<file path="src/rtl/btp_pkg.sv">
// Package: shared types and pure functions for the bit-tripling packer.
// Assumes pixel order is bit 7 first inside every byte.
package btp_pkg;

    typedef enum logic {
        MODE_PASS   = 1'b0,
        MODE_TRIPLE = 1'b1
    } pack_mode_e;

    // Repeat each bit of a byte three times; bit 7 lands in [23:21].
    function automatic logic [23:0] triple_bits(input logic [7:0] b);
        logic [23:0] t;
        for (int i = 0; i < 8; i++) begin
            t[3*i +: 3] = {3{b[i]}};
        end
        return t;
    endfunction

    // Number of output bytes carried by n live pixels once tripled: ceil(3n/8).
    function automatic logic [1:0] tripled_count(input logic [3:0] n);
        logic [5:0] bits;
        bits = 6'(n) * 6'd3 + 6'd7;
        return bits[4:3];
    endfunction

    // Keep the top n bits of a byte, clear the rest.
    function automatic logic [7:0] live_mask(input logic [3:0] n);
        return 8'(8'hFF << (4'd8 - n));
    endfunction

endpackage

</file>
<file path="src/rtl/btp_seq.sv">
// Module: btp_seq
// Walks the bitmap row by row and byte by byte, and turns each input byte
// into one to three output bytes (tripling mode) or one byte (pass mode).
// Assumes: the downstream byte sink may stall at any time; a conversion
// is released only when job_end reports that the final word was accepted.
module btp_seq
    import btp_pkg::*;
#(
    parameter int IMG_W_BITS = 12,
    parameter int IMG_H_BITS = 12
) (
    input  logic                  clk,
    input  logic                  rst_n,
    input  logic                  start,
    input  logic [IMG_W_BITS-1:0] img_w,
    input  logic [IMG_H_BITS-1:0] img_h,
    input  logic                  mode_in,
    input  logic                  in_valid,
    input  logic [7:0]            in_data,
    output logic                  in_ready,
    output logic                  busy,
    output logic                  zero_start,
    output logic                  byte_valid,
    output logic [7:0]            byte_data,
    output logic                  byte_last,
    input  logic                  byte_ready,
    input  logic                  job_end
);
    localparam int CB_W = IMG_W_BITS - 2;

    pack_mode_e            mode_q;
    logic [CB_W-1:0]       row_bytes;
    logic [2:0]            tail_px;
    logic [CB_W-1:0]       col_left;
    logic [IMG_H_BITS-1:0] rows_left;
    logic                  have;
    logic [23:0]           cur;
    logic [1:0]            nbytes;
    logic [1:0]            sub;
    logic                  cur_last;

    logic                  take_start;
    logic                  in_fire;
    logic                  byte_fire;
    logic                  row_end;
    logic [3:0]            n_live;
    logic [7:0]            masked;
    logic [CB_W-1:0]       row_bytes_new;

    // Start decode: a non-empty image opens a job, an empty one ends at once.
    always_comb begin
        take_start    = start && !busy && (img_w != '0) && (img_h != '0);
        zero_start    = start && !busy && ((img_w == '0) || (img_h == '0));
        row_bytes_new = CB_W'(img_w[IMG_W_BITS-1:3]) + CB_W'(|img_w[2:0]);
    end

    // Per-byte decode: live pixel count at row end and masked input byte.
    always_comb begin
        in_ready  = busy && !have && (rows_left != '0);
        in_fire   = in_valid && in_ready;
        row_end   = (col_left == CB_W'(1));
        n_live    = (row_end && (tail_px != 3'd0)) ? {1'b0, tail_px} : 4'd8;
        masked    = in_data & live_mask(n_live);
        byte_valid = have;
        byte_data  = cur[23:16];
        byte_last  = cur_last && (sub == nbytes - 2'd1);
        byte_fire  = byte_valid && byte_ready;
    end

    // Job state: busy flag, captured geometry and mode.
    always_ff @(posedge clk) begin
        if (!rst_n) begin
            busy      <= 1'b0;
            mode_q    <= MODE_PASS;
            row_bytes <= '0;
            tail_px   <= '0;
        end else if (take_start) begin
            busy      <= 1'b1;
            mode_q    <= pack_mode_e'(mode_in);
            row_bytes <= row_bytes_new;
            tail_px   <= img_w[2:0];
        end else if (job_end) begin
            busy      <= 1'b0;
        end
    end

    // Position counters: bytes left in the row and rows left in the image.
    always_ff @(posedge clk) begin
        if (!rst_n) begin
            col_left  <= '0;
            rows_left <= '0;
        end else if (take_start) begin
            col_left  <= row_bytes_new;
            rows_left <= img_h;
        end else if (in_fire) begin
            col_left <= row_end ? row_bytes : col_left - CB_W'(1);
            if (row_end) rows_left <= rows_left - IMG_H_BITS'(1);
        end
    end

    // Byte holder: load an expanded input byte, then shift out its bytes.
    always_ff @(posedge clk) begin
        if (!rst_n) begin
            have     <= 1'b0;
            cur      <= '0;
            nbytes   <= '0;
            sub      <= '0;
            cur_last <= 1'b0;
        end else if (in_fire) begin
            have     <= 1'b1;
            sub      <= 2'd0;
            cur_last <= row_end && (rows_left == IMG_H_BITS'(1));
            if (mode_q == MODE_TRIPLE) begin
                cur    <= triple_bits(masked);
                nbytes <= tripled_count(n_live);
            end else begin
                cur    <= {in_data, 16'h0000};
                nbytes <= 2'd1;
            end
        end else if (byte_fire) begin
            if (sub == nbytes - 2'd1) begin
                have <= 1'b0;
            end else begin
                sub <= sub + 2'd1;
                cur <= {cur[15:0], 8'h00};
            end
        end
    end

    // After the final byte leaves, no further input or byte may appear.
    AST_LAST_ENDS_FEED: assert property (@(posedge clk) disable iff (!rst_n)
        byte_valid && byte_ready && byte_last |=> !in_ready && !byte_valid);

endmodule

</file>
<file path="src/rtl/btp_pack.sv">
// Module: btp_pack
// Gathers bytes into 32-bit words, least significant byte first, and holds
// each finished word until the consumer takes it.
// Assumes: the byte source marks the final byte of a job with byte_last.
module btp_pack (
    input  logic        clk,
    input  logic        rst_n,
    input  logic        byte_valid,
    input  logic [7:0]  byte_data,
    input  logic        byte_last,
    output logic        byte_ready,
    output logic        out_valid,
    output logic [31:0] out_word,
    input  logic        out_ready,
    output logic        job_end
);
    logic [1:0]  fill;
    logic [31:0] word_q;
    logic        valid_q;
    logic        last_q;
    logic        byte_fire;
    logic        word_fire;

    // Handshake decode for both sides of the packer.
    always_comb begin
        byte_ready = !valid_q;
        byte_fire  = byte_valid && byte_ready;
        word_fire  = valid_q && out_ready;
        out_valid  = valid_q;
        out_word   = word_q;
        job_end    = word_fire && last_q;
    end

    // Word assembly: place bytes upward, close on four bytes or job end.
    always_ff @(posedge clk) begin
        if (!rst_n) begin
            fill    <= '0;
            word_q  <= '0;
            valid_q <= 1'b0;
            last_q  <= 1'b0;
        end else if (word_fire) begin
            word_q  <= '0;
            valid_q <= 1'b0;
            last_q  <= 1'b0;
        end else if (byte_fire) begin
            word_q[{fill, 3'b000} +: 8] <= byte_data;
            if ((fill == 2'd3) || byte_last) begin
                valid_q <= 1'b1;
                last_q  <= byte_last;
                fill    <= 2'd0;
            end else begin
                fill <= fill + 2'd1;
            end
        end
    end

    AST_WORD_HELD: assert property (@(posedge clk) disable iff (!rst_n)
        out_valid && !out_ready |=> out_valid && $stable(out_word));
    AST_FULL_EMITS: assert property (@(posedge clk) disable iff (!rst_n)
        byte_valid && byte_ready && byte_last |=> out_valid);

endmodule

</file>
<file path="src/rtl/bit_triple_packer.sv">
// Module: bit_triple_packer (top)
// Converts a 1-bpp bitmap byte stream into 32-bit host words, optionally
// tripling every pixel bit. Assumes one job at a time; start is ignored
// while busy.
module bit_triple_packer #(
    parameter int IMG_W_BITS = 12,
    parameter int IMG_H_BITS = 12
) (
    input  logic                  clk,
    input  logic                  rst_n,
    input  logic                  start,
    input  logic [IMG_W_BITS-1:0] img_width,
    input  logic [IMG_H_BITS-1:0] img_height,
    input  logic                  triple_en,
    input  logic                  in_valid,
    input  logic [7:0]            in_byte,
    output logic                  in_ready,
    output logic                  out_valid,
    output logic [31:0]           out_word,
    input  logic                  out_ready,
    output logic                  done
);
    logic       seq_busy;
    logic       zero_start;
    logic       byte_valid;
    logic [7:0] byte_data;
    logic       byte_last;
    logic       byte_ready;
    logic       job_end;

    btp_seq #(
        .IMG_W_BITS(IMG_W_BITS),
        .IMG_H_BITS(IMG_H_BITS)
    ) u_seq (
        .clk       (clk),
        .rst_n     (rst_n),
        .start     (start),
        .img_w     (img_width),
        .img_h     (img_height),
        .mode_in   (triple_en),
        .in_valid  (in_valid),
        .in_data   (in_byte),
        .in_ready  (in_ready),
        .busy      (seq_busy),
        .zero_start(zero_start),
        .byte_valid(byte_valid),
        .byte_data (byte_data),
        .byte_last (byte_last),
        .byte_ready(byte_ready),
        .job_end   (job_end)
    );

    btp_pack u_pack (
        .clk       (clk),
        .rst_n     (rst_n),
        .byte_valid(byte_valid),
        .byte_data (byte_data),
        .byte_last (byte_last),
        .byte_ready(byte_ready),
        .out_valid (out_valid),
        .out_word  (out_word),
        .out_ready (out_ready),
        .job_end   (job_end)
    );

    // Done register: one pulse after the final word or an empty start.
    always_ff @(posedge clk) begin
        if (!rst_n) done <= 1'b0;
        else        done <= job_end || zero_start;
    end

    AST_WORD_IN_JOB: assert property (@(posedge clk) disable iff (!rst_n)
        out_valid |-> seq_busy);
    AST_DONE_CAUSE: assert property (@(posedge clk) disable iff (!rst_n)
        done |-> $past(out_valid && out_ready) || $past(start));
    AST_EMPTY_JOB: assert property (@(posedge clk) disable iff (!rst_n)
        start && !seq_busy && ((img_width == '0) || (img_height == '0))
        |=> done && !out_valid);

endmodule

</file>
<file path="config.mk">
export PLATFORM = sky130hd
export DESIGN_NAME = bit_triple_packer
export DESIGN_NICKNAME = d
export VERILOG_FILES = /design/src/rtl/btp_pkg.sv /design/src/rtl/btp_seq.sv /design/src/rtl/btp_pack.sv /design/src/rtl/bit_triple_packer.sv
export SDC_FILE = /design/constraint.sdc
export NUM_CORES = 1
export LEC_CHECK = 0
export BUFFER_PORTS_ARGS = -buffer_cell sky130_fd_sc_hd__clkbuf_2
export CAP_MARGIN = 20
export CORE_AREA = 2 2 95 97
export DETAILED_ROUTE_END_ITERATION = 12
export DIE_AREA = 0 0 97 99
export PLACE_DENSITY = 0.8
export SYNTH_ARGS = -nofsm -noshare
export SYNTH_HDL_FRONTEND = slang
export SYNTH_SLANG_ARGS = --single-unit
</file>
<file path="constraint.sdc">
create_clock -name clk -period 3.3 [get_ports clk]
set_input_delay 0.33 -clock clk [delete_from_list [all_inputs] [get_ports clk]]
set_output_delay 0.33 -clock clk [all_outputs]
set_load 0.1 [all_outputs]
</file>
==> impl_results.md, run 1 <==
- Status: finished, final reports clean
- H-tree levels: 3
- Initial antenna violation count: 0
- Switching power of the nets: 0.819 mW
- VDD IR max: 0.000195 V
- Hold_sp: triple_en
- Net Sw Frac: 0.316
- Routed vias/inst: 6.11
- Routed WL per cell: 16.2 um
- Endpoint, Worst Hold: u_seq.mode_q$_SDFFE_PN0P_
- Area grow syn2layout: 15.1%
- CTS sink cnt: 97
- Core Footprint: 8550 um2
- Final Hold Fails: 0
- Clk pwr share: 0.327
- Die span in x: 97 um
- Post-Syn Instances: 572
- Internal power: 1.77 mW
- First-pass GRT wire length: 20500 um
- DR WL met2: 5790 um
- Mux share of post-synthesis cell area: 0.0127
- Crit Reg-Reg Endpoint: u_seq.cur[18]$_SDFFE_PN0P_
- Dpl ws: 0.369 ns
- Boundary Pins: 73
- Tcrit/Tclk final: 0.914
- Footprint of the multi-input gates: 2690 um2
- Die area: 9600 um2
- Cells on worst reg2reg path: 9
- Via count: 4621
- Nature of the critical path endpoint: register
- Logic gate share of total power: 0.167
- Largest family of logic cells by synthesized area: simple AND/OR/NAND/NOR gates
- Crit path time final: 3.02 ns
- Largest net degree at the start of global routing: 35
- Unique masters post-synth: 57
- Seq/Total Area, Yosys: 0.403
- CTS tree: built
- Post-synthesis simple-gate area fraction: 0.235
- Iter 0 DRT Violations: 271
- Clk_lat worst skew: 0.37 ns
- Final number of max-transition violations: 0
- Post-synthesis xor/xnor area fraction: 0.0418
- Synth Register Bits: 97
- Final #Nets: 700
- Vias in the first global route: 4270
- Most used DFF post-synth: dfxtp_1
- Reg area: 1940 um2
- Worst-path fanout max: 8
- Power, Total: 2.59 mW
- # setup viols final: 0
- Clk pin slew, worst setup/hold paths: 0.10 ns
- Die Ht: 99 um
- Post-Synth Adder-Cell Area: 0.0493
- Leakage Power: 2.15 nW
- Mean Syn Cell Area: 8.43 um2
- Residual DRC count: 0
- Met1 WL: 5380 um
- CP Data Arrival Time: 3.29 ns
- Mapped Nets: 629
- Final ANT Viol Nets: 0
- Starting density of the core: 0.564
- Initial DRT Pass Iterations: 5
- Tot GR Track Use: 0.257
- CTS Buffer Depth: 2
- Num CTS Buffers: 9
- Final worst slack: 0.283 ns
- Routed WL: 12300 um
- Register-to-register setup slack: 0.28 ns
- Crit path launch type: register
- Uppermost layer routed: met4
- Row cnt: 34
- Maxcap violations: 0
- Filler cell count: 743
- Slew @ Worst Pin: 1.07 ns
- Antenna Cells: 0
- Fmax: 331 MHz
- Yosys Warn Count: 0
- Port buffer count: 72
- Share of layout cells above drive strength 1: 0.187
- Post-Syn Area: 4820 um2
- Async S/R FF share, synth: 0
- Hold Path Depth: 3
- Final Wtd Congestion: 0.937
- Compound-Gate Fraction of Synth Area: 0.219
- Clock root buffer: clkbuf_8
- Total grt overflow: 0
- Post-DP HPWL: 8980 um
- RSZ-0062 raised after global routing: no
- Fin Setup TNS: 0 ns
- Worst Skew: 0.0142 ns
- Hold Path Class: input pin to register
- # resized after CTS: 0
- Worst slew margin: 0.286
- Met3 routed WL: 832 um
- EDFF count, synth: 0
- Reg2Reg Launch Point: u_seq.col_left[4]$_SDFFE_PN0P_
- Setup CP Type: register to register
- Power per cell area: 467 nW/um2
- Critical Path RT: 3.57 ns
- Post-CTS setup buffer count: 0
- Sequential share of power: 0.505
## registers in the layout, summed over array words and instances, names as in the netlist, 3 cells and up
signal / count
u_pack.out_word: 32
u_seq.col_left: 10
u_seq.rows_left: 12
u_seq.cur: 17
u_seq.tail_px: 3
u_seq.row_bytes: 10
## how the worst max path moves through the flow
stage,startpoint,to,slack (ns),cells after the start
6_report,u_seq.col_left[4]$_SDFFE_PN0P_,u_seq.cur[18]$_SDFFE_PN0P_,0.28,9
5_1_grt,u_seq.col_left[4]$_SDFFE_PN0P_,u_seq.cur[18]$_SDFFE_PN0P_,0.02,9
4_1_cts,u_seq.col_left[4]$_SDFFE_PN0P_,u_seq.cur[18]$_SDFFE_PN0P_,0.29,9
3_5_place_dp,u_seq.col_left[4]$_SDFFE_PN0P_,u_seq.cur[18]$_SDFFE_PN0P_,0.37,9
3_3_place_gp,u_seq.col_left[4]$_SDFFE_PN0P_,u_seq.cur[18]$_SDFFE_PN0P_,0.47,9
2_1_floorplan,u_seq.rows_left[0]$_SDFFE_PN0P_,in_ready,0.26,7
## worst max-delay path, cell delays in order, from the launching register on
cell,delay [ns]
dfxtp_1,0.37
or4_4,0.59
nor2_1,0.22
nand2_1,0.18
ha_1,0.26
o21ai_0,0.08
o41ai_1,0.11
a211oi_2,0.51
o211ai_1,0.26
a221oi_1,0.33
## layout make-up
cell class | count | share of cell area
repair buffers | 88 | 0.0866
well taps | 108 | 0.0244
flip-flops and latches | 97 | 0.350
clock buffers | 9 | 0.0223
clock inverters | 7 | 0.0176
inverters | 21 | 0.0142
multi-input cells | 426 | 0.485
## power by group through the flow
stage | combinational (mW) | sequential, mW | clock [mW]
floorplan | 0.302 | 1.32 | 0
CTS | 0.428 | 1.31 | 0.863
global route | 0.479 | 1.32 | 0.914
detailed placement | 0.425 | 1.33 | 0
global placement | 0.415 | 1.33 | 0
finish | 0.434 | 1.31 | 0.848
## routing by layer
metal / vias to the layer above / GRT usage
met3: 25 / 0.0482
li1: 2240 / -
met2: 191 / 0.427
met4: 0 / 0.0921
met1: 2165 / 0.336
met5: - / 0
## synth_stat cells, types with 3 or more instances
cell type / instances / area, um2
xor2_1: 5 / 43.8
o31ai_1: 3 / 22.5
nor4_1: 10 / 62.6
nand2_1: 50 / 188
inv_1: 20 / 75.1
mux2i_1: 5 / 50.1
nor2b_1: 7 / 43.8
nor3_1: 11 / 55.1
nand2b_1: 5 / 31.3
a21oi_1: 54 / 270
ha_1: 19 / 238
nand4_1: 8 / 50.1
nor4b_2: 3 / 45.0
a31oi_1: 7 / 43.8
or4_1: 4 / 30.0
clkbuf_1: 25 / 93.8
nand4b_1: 4 / 35.0
nor2_1: 61 / 229
and2_1: 3 / 18.8
nand3b_1: 3 / 22.5
o21ai_0: 35 / 175
nor4b_1: 3 / 26.3
xnor2_1: 18 / 158
nor4_2: 6 / 75.1
nand3_1: 16 / 80.1
or3_1: 5 / 31.3
a211oi_1: 5 / 37.5
a22oi_1: 32 / 240
and3_1: 3 / 18.8
o211ai_1: 3 / 22.5
o22ai_1: 6 / 37.5
dfxtp_1: 97 / 1940
## what timing repair did
action                                  CTS  global route
endpoints found under the hold margin     0             0
endpoints found under the setup margin    0             1
hold buffers                              0             0
## logic make-up after synthesis
kind of cell	Yosys count
AOI/OAI and AO/OA	168
xor gates and xnor gates	23
adders and majority gates	19
buffers and inverters	49
DFF	97
muxes	6
and+or+nand+nor	210
## metrics by stage
step / instances / hold WS (ns) / cell area (um2) / utilization
global route: 756 / 0.191 / 5550 / 0.649
global placement: 740 / 0.449 / 5330 / 0.623
finish: 756 / 0.175 / 5550 / 0.649
detailed placement: 740 / 0.456 / 5330 / 0.623
floorplan: 572 / 0.431 / 4830 / -
CTS: 756 / 0.169 / 5550 / 0.649
## cells in the final DEF (no fill, tap or decap), types with 4 or more instances in the layout
| master | count |
|---|---|
| or4_1 | 4 |
| nor4_1 | 10 |
| a31oi_1 | 7 |
| a211oi_1 | 5 |
| nor3_1 | 11 |
| inv_1 | 20 |
| clkbuf_2 | 72 |
| dfxtp_1 | 97 |
| nor2b_1 | 7 |
| ha_1 | 19 |
| nor2_1 | 61 |
| buf_4 | 16 |
| nand4_1 | 8 |
| a22oi_1 | 32 |
| o22ai_1 | 6 |
| mux2i_1 | 5 |
| o21ai_0 | 35 |
| nand2b_1 | 5 |
| or3_1 | 5 |
| nand4b_1 | 4 |
| a21oi_1 | 54 |
| xor2_1 | 5 |
| xnor2_1 | 18 |
| nor4_2 | 6 |
| clkbuf_8 | 9 |
| nand3_1 | 16 |
| nand2_1 | 50 |
Note: power is estimated with default switching activity, not from simulation.
==> run 2: changes to the inputs <==
--- a/config.mk
+++ b/config.mk
@@ -7,10 +7,11 @@
 export LEC_CHECK = 0
 export BUFFER_PORTS_ARGS = -buffer_cell sky130_fd_sc_hd__clkbuf_2
 export CAP_MARGIN = 20
-export CORE_AREA = 2 2 95 97
+export CORE_AREA = 2 2 97 99
 export DETAILED_ROUTE_END_ITERATION = 12
-export DIE_AREA = 0 0 97 99
-export PLACE_DENSITY = 0.8
+export DIE_AREA = 0 0 99 101
+export PLACE_DENSITY = 0.79
 export SYNTH_ARGS = -nofsm -noshare
 export SYNTH_HDL_FRONTEND = slang
+export SYNTH_HIERARCHICAL = 1
 export SYNTH_SLANG_ARGS = --single-unit
==> run 2 against run 1 <==
Net effect:
- worst setup slack worse by 0.047 ns
- die area up 4.1%
- critical path type unchanged
- non-clock buffer count down 4
- critical path depth up 1
- register-to-register slack worse by 0.05 ns
- total power down 1.8%
- sequential cell count unchanged
- via count down 0.19%
- hold slack better by 0.0037 ns
- count of clock-buffer cells in the layout unchanged
- first-iteration DRC count down 33%
==> impl_results.md, run 2 <==
- Filler cell count: 780
- Power, Total: 2.54 mW
- Net Sw Frac: 0.330
- Mean Syn Cell Area: 8.64 um2
- Power per cell area: 456 nW/um2
- Seq/Total Area, Yosys: 0.390
- Finished Core Util: 0.621
- Commonest non-fill, non-tap cell in the layout: dfxtp_1
- Hold_buf cts: 0
- Commonest non-fill, non-tap cells in the layout: dfxtp_1 (97), clkbuf_2 (72), a21oi_1 (62)
- Cells on worst reg2reg path: 10
- # setup viols final: 0
- Final #Nets: 690
- Most used DFF post-synth: dfxtp_1
- Antenna Cells: 0
- RSZ-0062 raised after global routing: no
- Dpl ws: 0.297 ns
- Hold Path Depth: 3
- Crit path launch type: register
- Top cells by count, synth: dfxtp_1 (97), a21oi_1 (62), nand2_1 (52), o21ai_0 (30), nand3_1 (29)
- Port buffer count: 72
- Count leader, synth: dfxtp_1
- Routed vias/inst: 6.16
- H-tree levels: 3
- Post-DP HPWL: 8900 um
- Switching power of the nets: 0.840 mW
- CP Data Arrival Time: 3.35 ns
- Sequential share of power: 0.512
- Yosys Warn Count: 6
- Initial DRT Pass Iterations: 5
- Synth Register Bits: 97
- Fin Setup TNS: 0 ns
- Async S/R FF share, synth: 0
- Unique masters post-synth: 74
- Crit Reg-Reg Endpoint: u_seq/cur[18]$_SDFFE_PN0P_
- Tot GR Track Use: 0.250
- Final ANT Viol Nets: 0
- Critical Path RT: 3.59 ns
- First-pass GRT wire length: 20500 um
- Tcrit/Tclk final: 0.928
- Final Hold Fails: 0
- Largest net degree at the start of global routing: 35
- Max reg flops: 32
- Area grow syn2layout: 12.1%
- Share of layout cells above drive strength 1: 0.190
- Num CTS Buffers: 9
- Share of the synthesized area in the top cell type: 0.390
- Clk pwr share: 0.307
- Clk pin slew, worst setup/hold paths: 0.10 ns
- Reg2Reg Launch Point: u_seq/col_left[0]$_SDFFE_PN0P_
- Post-CTS setup buffer count: 0
- Post-Syn Instances: 576
- Via count: 4612
- Routed WL per cell: 16.2 um
- Clk_lat worst skew: 0.38 ns
- Residual DRC count: 0
- Fmax: 326 MHz
- Hold Path Class: input pin to register
- Boundary Pins: 73
- Biggest area consumer among synthesized cells: dfxtp_1
- Starting density of the core: 0.554
- VDD IR max: 0.000261 V
- Internal power: 1.70 mW
- CTS sink cnt: 97
- Core Footprint: 8980 um2
- Die Ht: 101 um
- Iter 0 DRT Violations: 182
- Worst slew margin: 0.374
- # resized after CTS: 0
- Leakage Power: 2.23 nW
- Vias in the first global route: 4422
- Routed WL: 12200 um
- Maxcap violations: 0
- Row cnt: 35
- Worst-path fanout max: 8
- Nature of the critical path endpoint: register
- Final number of max-transition violations: 0
- Final Wtd Congestion: 0.862
- Die span in x: 99 um
- Die area: 10000 um2
- CTS Buffer Depth: 2
- CTS tree: built
- Crit path time final: 3.06 ns
- Setup CP Type: register to register
- Status: finished, final reports clean
- Hold_sp: img_width[1]
- EDFF count, synth: 0
- Post-Syn Area: 4970 um2
- Synth area leaders: dfxtp_1 (39%), a21oi_1 (6.2%), ha_1 (4.8%), a22o_1 (4.2%), nand2_1 (3.9%)
- Endpoint, Worst Hold: u_seq/tail_px[1]$_SDFFE_PN0P_
- Logic gate share of total power: 0.181
- Clock root buffer: clkbuf_8
- Placed Instances: 733
- Cell Count, Final, Fillers Out: 749
- Total grt overflow: 0
- Mapped Nets: 633
- Worst Skew: 0.0145 ns
- Initial antenna violation count: 0
- Final worst slack: 0.236 ns
- Register-to-register setup slack: 0.24 ns
- Slew @ Worst Pin: 0.938 ns
-- run 2: how the worst max path moves through the flow --
| stage | end | start | cells past startpoint | slack [ns] |
|---|---|---|---|---|
| 2_1_floorplan | u_seq/nbytes[1]$_SDFFE_PN0P_ | u_seq/col_left[0]$_SDFFE_PN0P_ | 14 | 0.32 |
| 3_3_place_gp | u_seq/nbytes[1]$_SDFFE_PN0P_ | u_seq/col_left[0]$_SDFFE_PN0P_ | 12 | 0.49 |
| 3_5_place_dp | u_seq/cur[18]$_SDFFE_PN0P_ | u_seq/col_left[0]$_SDFFE_PN0P_ | 10 | 0.30 |
| 4_1_cts | u_seq/nbytes[1]$_SDFFE_PN0P_ | u_seq/col_left[0]$_SDFFE_PN0P_ | 12 | 0.25 |
| 5_1_grt | u_seq/cur[15]$_SDFFE_PN0P_ | u_seq/col_left[1]$_SDFFE_PN0P_ | 11 | 0.02 |
| 6_report | u_seq/cur[18]$_SDFFE_PN0P_ | u_seq/col_left[0]$_SDFFE_PN0P_ | 10 | 0.24 |
-- run 2: cell families (layout without fill, tap and decap cells) --
kind of cell	count (synthesis)	count (layout)	synth area share
AO/OA/AOI/OAI	184	184	0.248
XOR/XNOR	11	11	0.0194
adder cells (fa/ha/maj)	19	19	0.0478
buffers and inverters	61	123	0.0581
flip-flops	97	97	0.390
multiplexers	9	9	0.0186
AND/OR/NAND/NOR	195	195	0.218
-- run 2: area by class of cell --
class                      count  area (um2)  area share
multi-input combinational    418        2750       0.493
clock inverter                 7        83.8      0.0150
inverter                      23        86.3      0.0155
timing repair buffer          84         450      0.0808
tap                          111         139      0.0249
sequential                    97        1940       0.348
clock buffer                   9         124      0.0222
-- run 2: worst max-delay path: stages, from the launching register on --
cell	delay, ns
dfxtp_1	0.43
ha_1	0.20
or4b_1	0.51
nor3_4	0.29
nand2_1	0.22
ha_1	0.25
inv_1	0.08
nor3_1	0.09
a211oi_4	0.45
o211ai_2	0.21
a221oi_2	0.26
-- run 2: stage by stage --
| step | hold slack, ns | instance area (um2) |
|---|---|---|
| final | 0.179 | 5580 |
| after global routing | 0.188 | 5580 |
| after CTS | 0.173 | 5580 |
| after detailed placement | 0.450 | 5370 |
| after global placement | 0.447 | 5370 |
| after floorplan | 0.435 | 4970 |
-- run 2: per-layer routing --
layer  track usage  wire, um  vias to the layer above
li1              -         -                     2235
met1         0.311      5310                     2187
met2         0.441      5940                      171
met3        0.0354       705                       19
met4        0.0896       204                        0
met5             0         0                        -
-- run 2: power groups by stage --
stage	logic [mW]	clock network [mW]	registers, mW
floorplan	0.343	0	1.31
CTS	0.456	0.797	1.30
global placement	0.437	0	1.32
global route	0.510	0.845	1.31
finish	0.462	0.781	1.30
detailed placement	0.452	0	1.33
==> run 3: changes to the inputs <==
--- a/config.mk
+++ b/config.mk
@@ -10,7 +10,8 @@
 export CORE_AREA = 2 2 97 99
 export DETAILED_ROUTE_END_ITERATION = 12
 export DIE_AREA = 0 0 99 101
-export PLACE_DENSITY = 0.79
+export GPL_TIMING_DRIVEN = 0
+export PLACE_DENSITY_LB_ADDON = 0.05
 export SYNTH_ARGS = -nofsm -noshare
 export SYNTH_HDL_FRONTEND = slang
 export SYNTH_HIERARCHICAL = 1
==> run 3 against run 2 <==
Net effect:
- wire length up 6.7%
- utilization up 1.5 points
- sequential share of layout area down 0.79 points
- largest cell class unchanged
- register-to-register slack worse by 0.04 ns
- critical path type unchanged
- fmax down 1.4%
- highest routed layer unchanged
- final cell count up 3.9%
- sequential cell count unchanged
- cell area up 2.4%
==> impl_results.md, run 3 (same netlist as run 2, synthesis figures left out) <==
- Critical Path Most Common Cell: ha_1
- Initial DRT Pass Iterations: 7
- Hold Path Class: input pin to register
- Slew @ Worst Pin: 1.06 ns
- Final #Nets: 719
- Tot GR Track Use: 0.261
- Clk pin slew, worst setup/hold paths: 0.11 ns
- Residual DRC count: 0
- Initial antenna violation count: 0
- Row cnt: 35
- Tcrit/Tclk final: 0.941
- Largest net degree at the start of global routing: 20
- Crit path time final: 3.11 ns
- Placed Area: 5470 um2
- Fmax: 322 MHz
- Crit path launch type: register
- VDD IR max: 0.000186 V
- Worst Skew: 0.0147 ns
- Maxcap violations: 0
- Antenna Cells: 0
- Hold_buf cts: 0
- Core Footprint: 8980 um2
- Die Ht: 101 um
- Max reg flops: 32
- Placed Instances: 759
- Starting density of the core: 0.554
- First-pass GRT wire length: 21100 um
- Critical Path RT: 3.60 ns
- Final number of max-transition violations: 0
- Final ANT Viol Nets: 0
- Logic gate share of total power: 0.194
- Routed WL: 13000 um
- CP Data Arrival Time: 3.40 ns
- Final Wtd Congestion: 0.868
- Area grow syn2layout: 14.7%
- Buf+Inv Stages, Crit Path: 4
- Switching power of the nets: 0.850 mW
- Final Hold Fails: 0
- Via count: 4691
- Worst-path fanout max: 8
- Clk_lat worst skew: 0.37 ns
- Clk pwr share: 0.303
- Routed vias/inst: 6.03
- Top Family by Delay on Critical Path: simple AND/OR/NAND/NOR gates
- Die span in x: 99 um
- RSZ-0062 raised after global routing: no
- Post-route cell area: 5710 um2
- Routed WL per cell: 16.7 um
- Status: finished, final reports clean
- Total grt overflow: 0
- Num CTS Buffers: 9
- Commonest non-fill, non-tap cells in the layout: dfxtp_1 (96), clkbuf_2 (72), a21oi_1 (61)
- Die area: 10000 um2
- Slowest CP cell: or4b_1
- H-tree levels: 3
- Vias in the first global route: 4338
- Port buffer count: 72
- CTS Buffer Depth: 2
- Fin Setup TNS: 0 ns
- Boundary Pins: 73
- CTS sink cnt: 97
- Net Sw Frac: 0.332
- Post-DP HPWL: 9720 um
- Nature of the critical path endpoint: register
- Iter 0 DRT Violations: 197
- Worst slew margin: 0.284
- Leakage Power: 2.30 nW
- Clock root buffer: clkbuf_8
- Power per cell area: 449 nW/um2
- # setup viols final: 0
- Sequential share of power: 0.502
- Share of layout cells above drive strength 1: 0.196
- Internal power: 1.71 mW
- Cell Count, Final, Fillers Out: 778
- Commonest non-fill, non-tap cell in the layout: dfxtp_1
- Critical path, cell by cell: inv_1 > ha_1 > or4b_1 > buf_2 > nor3_4 > buf_6 > nand2_2 > ha_1 > inv_1 > ha_1 > a21o_1 > a21oi_2 > xnor2_1 > nand3_1 > a21oi_1
- CP max stage delay: 0.42 ns
- Setup CP Type: register to register
- CTS tree: built
[run 3: layout make-up]
class / count / area [um2]
Buffer: 38 / 209
Clock buffer: 9 / 124
Clock inverter: 7 / 73.8
Fill cell: 829 / 3270
Inverter: 23 / 86.3
Multi-Input combinational cell: 418 / 2750
Sequential cell: 97 / 1940
Tap cell: 111 / 139
Timing Repair Buffer: 75 / 383
[run 3: final timing paths]
| kind | endpoint | from | slack (ns) | cells after the start |
|---|---|---|---|---|
| worst max register to register | u_seq/nbytes[1]$_SDFFE_PN0P_ | u_seq/col_left[1]$_SDFFE_PN0P_ | 0.19 | 15 |
| worst min register to register | u_pack/out_word[2]$_SDFFE_PP0P_ | u_pack/out_word[2]$_SDFFE_PP0P_ | 0.47 | 2 |
| worst min-delay path | u_seq/tail_px[0]$_SDFFE_PN0P_ | img_width[0] | 0.18 | 3 |
| worst max-delay path | u_seq/nbytes[1]$_SDFFE_PN0P_ | u_seq/col_left[1]$_SDFFE_PN0P_ | 0.19 | 15 |
[run 3: timing repair]
action / CTS / global route
setup buffers: 1 / 2
pin swaps: 1 / 0
resized for setup: 1 / 4
endpoints found under the hold margin: 0 / 0
endpoints found under the setup margin: 14 / 13
[run 3: stage by stage]
step	utilization	power, mW	setup slack (ns)	hold slack (ns)
after floorplan	-	1.65	0.321	0.435
after global placement	0.610	1.79	-0.106	0.446
after detailed placement	0.610	1.80	-0.187	0.451
after CTS	0.633	2.55	0.0112	0.175
after global routing	0.636	2.66	0.00844	0.189
final	0.636	2.56	0.194	0.184
[run 3: power by group through the flow]
stage / clock network [mW] / logic [mW] / registers (mW)
global placement: 0 / 0.479 / 1.31
finish: 0.776 / 0.498 / 1.29
CTS: 0.781 / 0.488 / 1.28
floorplan: 0 / 0.343 / 1.31
global route: 0.816 / 0.545 / 1.30
detailed placement: 0 / 0.484 / 1.31
[run 3: layer usage]
layer  wire (um)  vias up  global-route usage
met4         303        0              0.0969
met1        5820     2205               0.329
li1            -     2297                   -
met5           0        -                   0
met3         731       26              0.0312
met2        6120      163               0.457
[run 3: worst reg2reg max path, stage by stage, from the launching register on]
cell and delay, ns:
dfxtp_1 0.35, inv_1 0.10, ha_1 0.16, or4b_1 0.42
buf_2 0.20, nor3_4 0.20, buf_6 0.16, nand2_2 0.10
ha_1 0.30, inv_1 0.04, ha_1 0.27, a21o_1 0.17
a21oi_2 0.17, xnor2_1 0.14, nand3_1 0.10, a21oi_1 0.17
